## config.mk

```make
export PLATFORM = sky130hd
export DESIGN_NAME = irq_agg_top
export DESIGN_NICKNAME = d
export VERILOG_FILES = /design/src/rtl/irq_agg_pkg.sv /design/src/rtl/irq_src_cell.sv /design/src/rtl/irq_out_reg.sv /design/src/rtl/irq_agg_top.sv
export SDC_FILE = /design/constraint.sdc
export NUM_CORES = 1
export LEC_CHECK = 0
export CORE_ASPECT_RATIO = 0.8
export CORE_MARGIN = 2
export CORE_UTILIZATION = 31
export CTS_CLUSTER_SIZE = 40
export DETAILED_ROUTE_END_ITERATION = 10
export HOLD_SLACK_MARGIN = 0.12
export PLACE_DENSITY = 0.84
export SYNTH_ARGS = -nofsm -noshare
export SYNTH_HDL_FRONTEND = slang
export SYNTH_SLANG_ARGS = --single-unit
```

## constraint.sdc

```tcl
create_clock -name clk -period 2.1 [get_ports clk]
set_clock_uncertainty 0.2 [all_clocks]
set_input_delay 0.42 -clock clk [delete_from_list [all_inputs] [get_ports clk]]
set_output_delay 0.42 -clock clk [all_outputs]
set_load 0.01 [all_outputs]
```

## src/rtl/irq_agg_pkg.sv

```systemverilog
package irq_agg_pkg;

  localparam int NUM_INTX = 4;
  localparam int NUM_SRC  = NUM_INTX + 1;

  // next value of a sticky status bit: a live level wins over a clear
  function automatic logic stat_next(logic cur, logic set, logic clr);
    return set | (cur & ~clr);
  endfunction

  // bit position of source idx in the status/enable words
  function automatic int src_pos(int idx, int intx_lsb, int msi_pos);
    return (idx < NUM_INTX) ? (intx_lsb + idx) : msi_pos;
  endfunction

endpackage

```

## src/rtl/irq_src_cell.sv

```systemverilog
module irq_src_cell
  import irq_agg_pkg::*;
(
  input  logic clk,
  input  logic rst_n,
  input  logic src_i,
  input  logic clr_i,
  input  logic en_wr_i,
  input  logic en_d_i,
  output logic stat_o,
  output logic en_o,
  output logic pend_o
);

  logic stat_q;
  logic en_q;

  always_ff @(posedge clk or negedge rst_n) begin
    if (!rst_n) begin
      stat_q <= 1'b0;
      en_q   <= 1'b0;
    end else begin
      stat_q <= stat_next(stat_q, src_i, clr_i);
      if (en_wr_i) en_q <= en_d_i;
    end
  end

  assign stat_o = stat_q;
  assign en_o   = en_q;
  assign pend_o = stat_q & en_q;

  assert_src_sets_R2: assert property (@(posedge clk) disable iff (!rst_n)
    src_i |=> stat_q);

  assert_set_beats_clear_R5: assert property (@(posedge clk) disable iff (!rst_n)
    (src_i && clr_i) |=> stat_q);

  assert_w1c_clears_R4: assert property (@(posedge clk) disable iff (!rst_n)
    (clr_i && !src_i) |=> !stat_q);

  assert_sticky_hold_R4: assert property (@(posedge clk) disable iff (!rst_n)
    (stat_q && !clr_i) |=> stat_q);

  assert_enable_load_R6: assert property (@(posedge clk) disable iff (!rst_n)
    en_wr_i |=> (en_q == $past(en_d_i)));

endmodule

```

## src/rtl/irq_out_reg.sv

```systemverilog
module irq_out_reg #(
  parameter int NUM_SRC = 5
) (
  input  logic               clk,
  input  logic               rst_n,
  input  logic [NUM_SRC-1:0] pend_i,
  output logic               irq_o
);

  logic any_pend;
  logic irq_q;

  assign any_pend = |pend_i;

  always_ff @(posedge clk or negedge rst_n) begin
    if (!rst_n) irq_q <= 1'b0;
    else        irq_q <= any_pend;
  end

  assign irq_o = irq_q;

  assert_irq_rise_R7: assert property (@(posedge clk) disable iff (!rst_n)
    any_pend |=> irq_q);

  assert_irq_fall_R7: assert property (@(posedge clk) disable iff (!rst_n)
    !any_pend |=> !irq_q);

endmodule

```

## src/rtl/irq_agg_top.sv

```systemverilog
module irq_agg_top
  import irq_agg_pkg::*;
#(
  parameter int DATA_W   = 32,
  parameter int ADDR_W   = 4,
  parameter int INTX_LSB = 5,
  parameter int MSI_POS  = 3
) (
  input  logic              clk,
  input  logic              rst_n,
  input  logic              reg_wr_en,
  input  logic [ADDR_W-1:0] reg_addr,
  input  logic [DATA_W-1:0] reg_wdata,
  output logic [DATA_W-1:0] reg_rdata,
  input  logic [3:0]        intx_lvl,
  input  logic              msi_pend,
  output logic              irq
);

  localparam logic [ADDR_W-1:0] ADDR_STAT = ADDR_W'(0);
  localparam logic [ADDR_W-1:0] ADDR_EN   = ADDR_W'(4);

  function automatic logic [DATA_W-1:0] used_mask();
    logic [DATA_W-1:0] m;
    m = '0;
    for (int i = 0; i < NUM_SRC; i++) m[src_pos(i, INTX_LSB, MSI_POS)] = 1'b1;
    return m;
  endfunction

  localparam logic [DATA_W-1:0] USED_MASK = used_mask();

  logic [NUM_SRC-1:0] src_vec;
  logic [NUM_SRC-1:0] clr_vec;
  logic [NUM_SRC-1:0] en_d_vec;
  logic [NUM_SRC-1:0] stat_vec;
  logic [NUM_SRC-1:0] en_vec;
  logic [NUM_SRC-1:0] pend_vec;
  logic [DATA_W-1:0]  stat_word;
  logic [DATA_W-1:0]  en_word;
  logic               stat_wr;
  logic               en_wr;
  logic [DATA_W-1:0]  unused_wdata;

  assign src_vec      = {msi_pend, intx_lvl};
  assign stat_wr      = reg_wr_en && (reg_addr == ADDR_STAT);
  assign en_wr        = reg_wr_en && (reg_addr == ADDR_EN);
  assign unused_wdata = reg_wdata & ~USED_MASK;

  always_comb begin
    for (int i = 0; i < NUM_SRC; i++) begin
      clr_vec[i]  = stat_wr & reg_wdata[src_pos(i, INTX_LSB, MSI_POS)];
      en_d_vec[i] = reg_wdata[src_pos(i, INTX_LSB, MSI_POS)];
    end
  end

  for (genvar g = 0; g < NUM_SRC; g++) begin : g_src
    irq_src_cell u_cell (
      .clk     (clk),
      .rst_n   (rst_n),
      .src_i   (src_vec[g]),
      .clr_i   (clr_vec[g]),
      .en_wr_i (en_wr),
      .en_d_i  (en_d_vec[g]),
      .stat_o  (stat_vec[g]),
      .en_o    (en_vec[g]),
      .pend_o  (pend_vec[g])
    );
  end

  always_comb begin
    stat_word = '0;
    en_word   = '0;
    for (int i = 0; i < NUM_SRC; i++) begin
      stat_word[src_pos(i, INTX_LSB, MSI_POS)] = stat_vec[i];
      en_word[src_pos(i, INTX_LSB, MSI_POS)]   = en_vec[i];
    end
  end

  always_comb begin
    if (reg_addr == ADDR_STAT)    reg_rdata = stat_word;
    else if (reg_addr == ADDR_EN) reg_rdata = en_word;
    else                          reg_rdata = '0;
  end

  irq_out_reg #(.NUM_SRC(NUM_SRC)) u_out (
    .clk    (clk),
    .rst_n  (rst_n),
    .pend_i (pend_vec),
    .irq_o  (irq)
  );

  assert_unused_zero_R9: assert property (@(posedge clk) disable iff (!rst_n)
    (reg_rdata & ~USED_MASK) == '0);

  assert_masked_quiet_R8: assert property (@(posedge clk) disable iff (!rst_n)
    ((stat_word & en_word) == '0) |=> !irq);

endmodule

```

# ---- Word level (Yosys, flattened, before mapping)
# Index checks and enable logic that the tools add are counted.
# W data, S select, Z words.
dict set report totals {
  rom_bits 0
  mem_bits_rw 0
  memories 0
  reg_bits 11
  out_inout_bits 33
  latch_bits 0
}
dict set report classes {
  div_mod_pow 0
  reduce_logical 4
  order_cmp 0
  n_mul 0
  muxes 2
  eq_ne 1
  n_addsub 0
  shifts 0
  bitwise_logic 25
}
# op n
set ops {}
lappend ops {{$mux W32} 1}
lappend ops {{$and A1 B1 Y1} 15}
lappend ops {{$mux W9} 1}
lappend ops {{$not A1 Y1} 5}
lappend ops {{$or A1 B1 Y1} 5}
lappend ops {{$reduce_or A5 Y1} 1}
lappend ops {{$eq A4 B3 Y1 const B} 1}
lappend ops {{$logic_not A4 Y1} 1}
lappend ops {{$logic_and A1 B1 Y1} 2}

# ---- Depth between registers and ports, before layout
# Gate-level depths: netlist of run 1.
dict set report depth {
  word_depth 6
  depth_mapped 4
  mapped_depth_nobuf 3
}

# ---- Cells and area by module
# A second synthesis of run 1 with hierarchy kept.
dict set report hier_totals {
  hier_cells 82
  area_unflattened_um2 798.3
}
# mod seq_area_each_um2 instances cells_per_inst area_per_inst_um2
set by_module_without_submodules {}
lappend by_module_without_submodules {irq_src_cell 50.0 5 6 82.6}
lappend by_module_without_submodules {irq_agg_top 0.0 1 48 347.8}
lappend by_module_without_submodules {irq_out_reg 25.0 1 4 37.5}

# ---- Least setup slack after synthesis of run 1
# No wires, ideal clock.
dict set report synth_path {
  path_type {input to output}
  start {input port reg_addr[3]}
  end {output port reg_rdata[3]}
  setup_slack_ps 359
  stages 3
  t_required_ps 1480
  t_arrival_ps 1121
  path_cell_list {or3_1 > buf_6 > nor2_1}
}
dict set report synth_between {
  elab_chain_cells 3
}
# element line_no
set synth_rtl {}
lappend synth_rtl {{start: declaration} irq_agg_top.sv:12} ;# input logic [ADDR_W-1:0] reg_addr,
lappend synth_rtl {{$eq A4 B3 Y1} irq_agg_top.sv:81} ;# else if (reg_addr == ADDR_EN) reg_rdata = en_word;
lappend synth_rtl {{$mux W9} irq_agg_top.sv:81}
lappend synth_rtl {{$mux W32 *} irq_agg_top.sv:80} ;# if (reg_addr == ADDR_STAT) reg_rdata = stat_word;
lappend synth_rtl {{end: declaration} irq_agg_top.sv:14} ;# output logic [DATA_W-1:0] reg_rdata,
# Every way passes the cells marked *; elsewhere a longest branch is shown, timed or not.

# ---- Worst setup path after layout of run 1
# Ends and elaborated chain as after synthesis.

==> results of run 1 <==
## state kept, by name (all words and copies together) (netlist names)
register	flops
u_out.irq_o	1
g_src.u_cell.stat_o	5
g_src.u_cell.en_o	5
## power by group through the flow
stage                     sequential [mW]  clock, mW  combinational [mW]
final                               0.259      0.143               0.156
after global placement              0.259          0               0.143
after detailed placement            0.262          0               0.147
after global routing                0.261      0.163               0.171
after floorplan                     0.258          0               0.119
after CTS                           0.258      0.148               0.154
## through the flow
| step | setup WS [ns] | TNS, ns |
|---|---|---|
| after global placement | -0.610 | -3.21 |
| after floorplan | 0.359 | 0 |
| after global routing | 0.00197 | 0 |
| final | 0.0357 | 0 |
| after detailed placement | -0.627 | -3.29 |
| after CTS | 0.0289 | 0 |
## worst max-delay path, cell delays in order
cell           delay, ns
dlygate4sd2_1       0.24
or3_4               0.43
buf_6               0.14
nor2_1              0.08
buf_2               0.13
## timing repair
action	CTS	global route
gates resized for setup	29	1
buffers inserted	7	1
pin swaps	1	1
hold endpoints to repair	0	0
hold buffers	0	0
endpoints found under the setup margin	5	1
cloned	0	0
## worst max-delay path by stage
stage,startpoint,endpoint,slack [ns],depth (start not counted)
4_1_cts,reg_addr[0],reg_rdata[3],0.03,5
6_report,reg_addr[3],reg_rdata[3],0.04,5
3_5_place_dp,reg_addr[3],reg_rdata[5],-0.63,4
3_3_place_gp,reg_addr[3],reg_rdata[6],-0.61,4
5_1_grt,reg_addr[3],reg_rdata[8],0.002,5
2_1_floorplan,reg_addr[3],reg_rdata[3],0.36,3
## layer usage
| layer | vias up | GRT usage |
|---|---|---|
| li1 | 275 | - |
| met1 | 268 | 0.126 |
| met2 | 37 | 0.172 |
| met3 | 2 | 0.0557 |
| met4 | 0 | 0.0222 |
| met5 | - | 0 |
## placed cells by master, fill, tap and decap left out
cell             synthesis  layout
nand2b_1                 5       5
a222oi_1                 1       1
mux2i_1                  5       5
mux2_2                   5       5
a22oi_1                  1       1
dlygate4sd2_1            0       4
clkdlybuf4s50_1          0      13
nand2_1                  6       6
nor3_1                   1       1
nor2_2                   0       2
buf_2                    0       4
o31ai_2                  5       5
buf_6                    2       4
or3_4                    0       1
conb_1                   1      27
dfrtp_1                 11      11
nor2_1                   5       3
clkbuf_4                 0       3
nand3_1                  1       1
clkdlybuf4s15_2          0       1
buf_4                   27       9
clkbuf_1                 0       1
## cell families (layout without fill, tap and decap cells)
| family | after synthesis | count (layout) | synth area share |
|---|---|---|---|
| AO/OA/AOI/OAI | 7 | 7 | 0.103 |
| multiplexers | 10 | 10 | 0.136 |
| flip-flops | 11 | 11 | 0.353 |
| other | 1 | 27 | 0.00481 |
| buffers and inverters | 29 | 39 | 0.289 |
| AND/OR/NAND/NOR | 19 | 19 | 0.114 |
## area by class of cell
cell class	count	area share
well taps	36	0.0432
multi-input cells	63	0.371
clock buffers	4	0.0252
repair buffers	35	0.297
flip-flops and latches	11	0.264
==> impl_metrics.env, run 1 <==
export IMPL_final_max_slew_viol_count=0
export IMPL_wl_met1_um=599
export IMPL_r2r_start="g_src[0].u_cell.stat_o$_DFF_PN0_"
export IMPL_cts_made_buffers=3
export IMPL_seq_area_um2=275
export IMPL_rows=16
export IMPL_yosysMostFrequentCell="buf_4"
export IMPL_drt_iter0_markers=7
export IMPL_core_mm2=0.00242
export IMPL_syn_area_per_cell_um2=10.1
export IMPL_setup_violations=0
export IMPL_worstMarginPinSlew_ns=0.513
export IMPL_power_total_mw=0.558
export IMPL_cap_viol_max_count=0
export IMPL_vias=582
export IMPL_synth_distinct_cells=15
export IMPL_htree_num_levels=1
export IMPL_synth_top_cell_area_share=0.353
export IMPL_highest_layer="met4"
export IMPL_pwr_share_seq=0.464
export IMPL_syn2layout_area_growth_pct=33.7
export IMPL_drt_wl_total_mm=1.47
export IMPL_dr_wl_met3_um=148
export IMPL_fmax_ghz=0.484
export IMPL_grt_max_degree=12
export IMPL_synth_seq_cells=11
export IMPL_die_area_mm2=0.00293
export IMPL_grt_usage=0.107
export IMPL_cp_arrival_ns=1.44
export IMPL_die_height_um=48.9
export IMPL_placed_cell_area_um2=955
export IMPL_synth_edf_count=0
export IMPL_pin_count=77
export IMPL_r2r_slack_ns=0.84
export IMPL_p_comb_frac=0.280
export IMPL_p_per_area_mw_per_mm2=535
export IMPL_power_internal_mw=0.396
export IMPL_crit_fanout=4
export IMPL_start_util=0.322
export IMPL_grt_pass1_vias=533
export IMPL_postLayoutCoreUtil=0.430
export IMPL_cts_tree="built"
export IMPL_dp_cells=137
export IMPL_leakage_nw=0.490
export IMPL_hold_viol=0
export IMPL_synth_largest_area_cell="dfrtp_1"
export IMPL_routedWlPerCell_um=9.89
export IMPL_multi_input_area_um2=387
export IMPL_fin_crit_sh=0.983
export IMPL_worstPathRequired_ns=1.48
export IMPL_viasPerCell=3.91
export IMPL_synthCells=77
export IMPL_drc=0
export IMPL_synth_area_um2=779
export IMPL_root_buffer="clkbuf_4"
export IMPL_r2r_end="u_out.irq_o$_DFF_PN0_"
export IMPL_fin_hold_ws_ns=0.288
export IMPL_clockBufferDepth=2
export IMPL_gr_total_overflow=0
export IMPL_rsz0062_at_grt="false"
export IMPL_grt_pass1_wl_mm=2.37
export IMPL_wl_met2_um=711
export IMPL_final_nets=158
export IMPL_p_sw_frac=0.290
export IMPL_yosys_top_cells_count="buf_4 (27), dfrtp_1 (11), nand2_1 (6)"
export IMPL_final_antenna_net_count=0
export IMPL_synth_area_top_cells="dfrtp_1 (35%), buf_4 (26%), o31ai_2 (8.0%), mux2_2 (7.2%), mux2i_1 (6.4%)"
export IMPL_clk_pin_slew_worst_paths_ns=0.07
export IMPL_ys_seq_area_frac=0.353
export IMPL_layout_drive_gt1_share=0.301
export IMPL_worstSkewPairLatency_ns=0.27
export IMPL_fin_crit_ns=2.06
export IMPL_ir_drop_uv=258
export IMPL_netSwitchingPower_mw=0.161
export IMPL_crit_type="input port to output port"
export IMPL_yosys_warnings=0
export IMPL_die_w_um=60.1
export IMPL_place_hpwl_mm=1.18
export IMPL_first_pass_iters=4
export IMPL_startpoint_type="input port"
export IMPL_fin_area_mm2=0.00104
export IMPL_end_kind="output port"
export IMPL_antenna_cells=0
export IMPL_p_clk_frac=0.257
export IMPL_port_buffers=22
export IMPL_async_flop_share=1.00
export IMPL_clock_sinks=11
export IMPL_place_congestion=0.800
export IMPL_outcome="completed"
export IMPL_reg2regPathDepth=2
export IMPL_finalNonFillerCells=149
export IMPL_antenna_found_initial=0
export IMPL_min_path_type="input port to async pin"
export IMPL_slew_headroom=0.657
export IMPL_nFillCells=229
export IMPL_synthFlopType="dfrtp_1"
Power figures use the tool's default switching activity.
==> inputs of run 2 (changes only) <==
SKIP_CTS_REPAIR_TIMING = 1   (was unset)
==> run 2 against run 1 <==
Cell area increased by 0.60%. Via count shrank 1.9%. Largest cell class unchanged. Wire length is 0.27% higher. Highest routed layer unchanged. Critical endpoint is now reg_rdata[6].
==> impl_metrics.env, run 2 (synthesized netlist as in run 1, its figures left out) <==
export IMPL_outcome="completed"
export IMPL_final_antenna_net_count=0
export IMPL_die_w_um=60.1
export IMPL_viasPerCell=3.91
export IMPL_worstMarginPinSlew_ns=0.497
export IMPL_clk_pin_slew_worst_paths_ns=0.07
export IMPL_crit_type="input port to output port"
export IMPL_start_util=0.322
export IMPL_pin_count=77
export IMPL_htree_num_levels=1
export IMPL_slew_headroom=0.667
export IMPL_drt_wl_total_mm=1.48
export IMPL_worstSetupStartpoint="reg_addr[0]"
export IMPL_nFillCells=235
export IMPL_root_buffer="clkbuf_4"
export IMPL_postLayoutCoreUtil=0.433
export IMPL_clock_sinks=11
export IMPL_min_path_type="input port to async pin"
export IMPL_syn2layout_area_growth_pct=34.5
export IMPL_place_congestion=0.800
export IMPL_grt_pass1_vias=508
export IMPL_drt_iter0_markers=1
export IMPL_gr_total_overflow=0
export IMPL_power_total_mw=0.554
export IMPL_antenna_cells=0
export IMPL_cp_arrival_ns=1.36
export IMPL_end_kind="output port"
export IMPL_final_nets=155
export IMPL_startpoint_type="input port"
export IMPL_fin_crit_sh=0.942
export IMPL_routedWlPerCell_um=10.1
export IMPL_fin_crit_ns=1.98
export IMPL_cap_viol_max_count=0
export IMPL_mostFrequentLayoutCells="conb_1 (27), clkdlybuf4s50_1 (13), dfrtp_1 (11)"
export IMPL_clockBufferDepth=2
export IMPL_fmax_ghz=0.506
export IMPL_hold_viol=0
export IMPL_cts_tree="built"
export IMPL_cp_endpoint="reg_rdata[6]"
export IMPL_p_per_area_mw_per_mm2=529
export IMPL_final_max_slew_viol_count=0
export IMPL_first_pass_iters=4
export IMPL_postLayoutSetupSlackWorst_ns=0.123
export IMPL_place_hpwl_mm=1.18
export IMPL_grt_pass1_wl_mm=2.24
export IMPL_die_height_um=48.9
export IMPL_rsz0062_at_grt="false"
export IMPL_leakage_nw=0.567
export IMPL_die_area_mm2=0.00293
export IMPL_worstPathRequired_ns=1.48
export IMPL_cpMaxStageDelayCell="or3_4"
export IMPL_reg2regPathDepth=2
export IMPL_layout_drive_gt1_share=0.236
export IMPL_worstSkewPairLatency_ns=0.27
export IMPL_dp_worst_setup_slack_ns=-0.627
export IMPL_final_common_cell="conb_1"
export IMPL_r2r_slack_ns=0.84
export IMPL_grt_usage=0.102
export IMPL_setup_violations=0
export IMPL_cts_made_buffers=3
export IMPL_antenna_found_initial=0
export IMPL_crit_buf_inv=3
export IMPL_r2r_end="u_out.irq_o$_DFF_PN0_"
export IMPL_fin_hold_ws_ns=0.283
export IMPL_ir_drop_uv=297
export IMPL_crit_fanout=8
export IMPL_rows=16
export IMPL_drc=0
export IMPL_path_cells="dlymetal6s2s_1 -> or3_4 -> buf_6 -> nor2_2 -> buf_2"
export IMPL_path_delay_family="simple AND/OR/NAND/NOR gates"
export IMPL_core_mm2=0.00242
export IMPL_cp_depth=5
export IMPL_grt_max_degree=12
export IMPL_r2r_start="g_src[0].u_cell.stat_o$_DFF_PN0_"
export IMPL_port_buffers=22
export IMPL_cp_slowest_stage_delay_ns=0.44
export IMPL_vias=571
==> run 2: cell types whose count changed in the layout (fill, tap and decap cells not counted), moves of 2 or more <==
cell,previous run,this run
buf_2,4,1
dlymetal6s2s_1,0,8
dlygate4sd2_1,4,0
buf_6,4,2
==> run 2: layer usage <==
layer,up-vias,track usage,part of all wire
met5,-,0,0
li1,269,-,-
met3,2,0.0557,0.11
met2,38,0.159,0.48
met4,0,0.0222,0.0095
met1,262,0.122,0.39
==> run 2: cell type report <==
type	instances	area, µm²	area share
clock buffer	4	26.3	0.0251
multi-input combinational	63	384	0.366
sequential	11	275	0.263
tap	36	45.0	0.0430
timing repair buffer	32	318	0.303
==> run 2: metrics by stage <==
step / std cells / setup TNS [ns] / cell area (µm²)
floorplan: 103 / 0 / 877
global placement: 137 / -3.21 / 955
detailed placement: 137 / -3.29 / 955
CTS: 141 / -3.07 / 981
global route: 146 / 0 / 1050
finish: 146 / 0 / 1050
==> run 2: report_power, final <==
group / leakage [nW] / internal, mW / total (mW) / switching (mW)
combinational: 0.437 / 0.0830 / 0.153 / 0.0705
sequential: 0.115 / 0.239 / 0.258 / 0.0193
clock: 0.0150 / 0.0735 / 0.143 / 0.0692
==> run 2: how the worst min path moves through the flow <==
stage / start / to / slack, ns / cells past startpoint
finish: rst_n / g_src[0].u_cell.en_o$_DFFE_PN0P_ / 0.28 / 1
global route: rst_n / g_src[0].u_cell.en_o$_DFFE_PN0P_ / 0.32 / 1
CTS: rst_n / g_src[0].u_cell.en_o$_DFFE_PN0P_ / 0.30 / 1
detailed placement: g_src[2].u_cell.en_o$_DFFE_PN0P_ / u_out.irq_o$_DFF_PN0_ / 0.32 / 2
global placement: g_src[2].u_cell.en_o$_DFFE_PN0P_ / u_out.irq_o$_DFF_PN0_ / 0.31 / 2
floorplan: rst_n / g_src[0].u_cell.en_o$_DFFE_PN0P_ / -0.08 / 0
==> inputs of run 3 (changes only) <==
SKIP_LAST_GASP = 1   (was unset)
==> results of run 3 <==
Same layout as run 2: the final DEF is identical, and so are final timing and power.
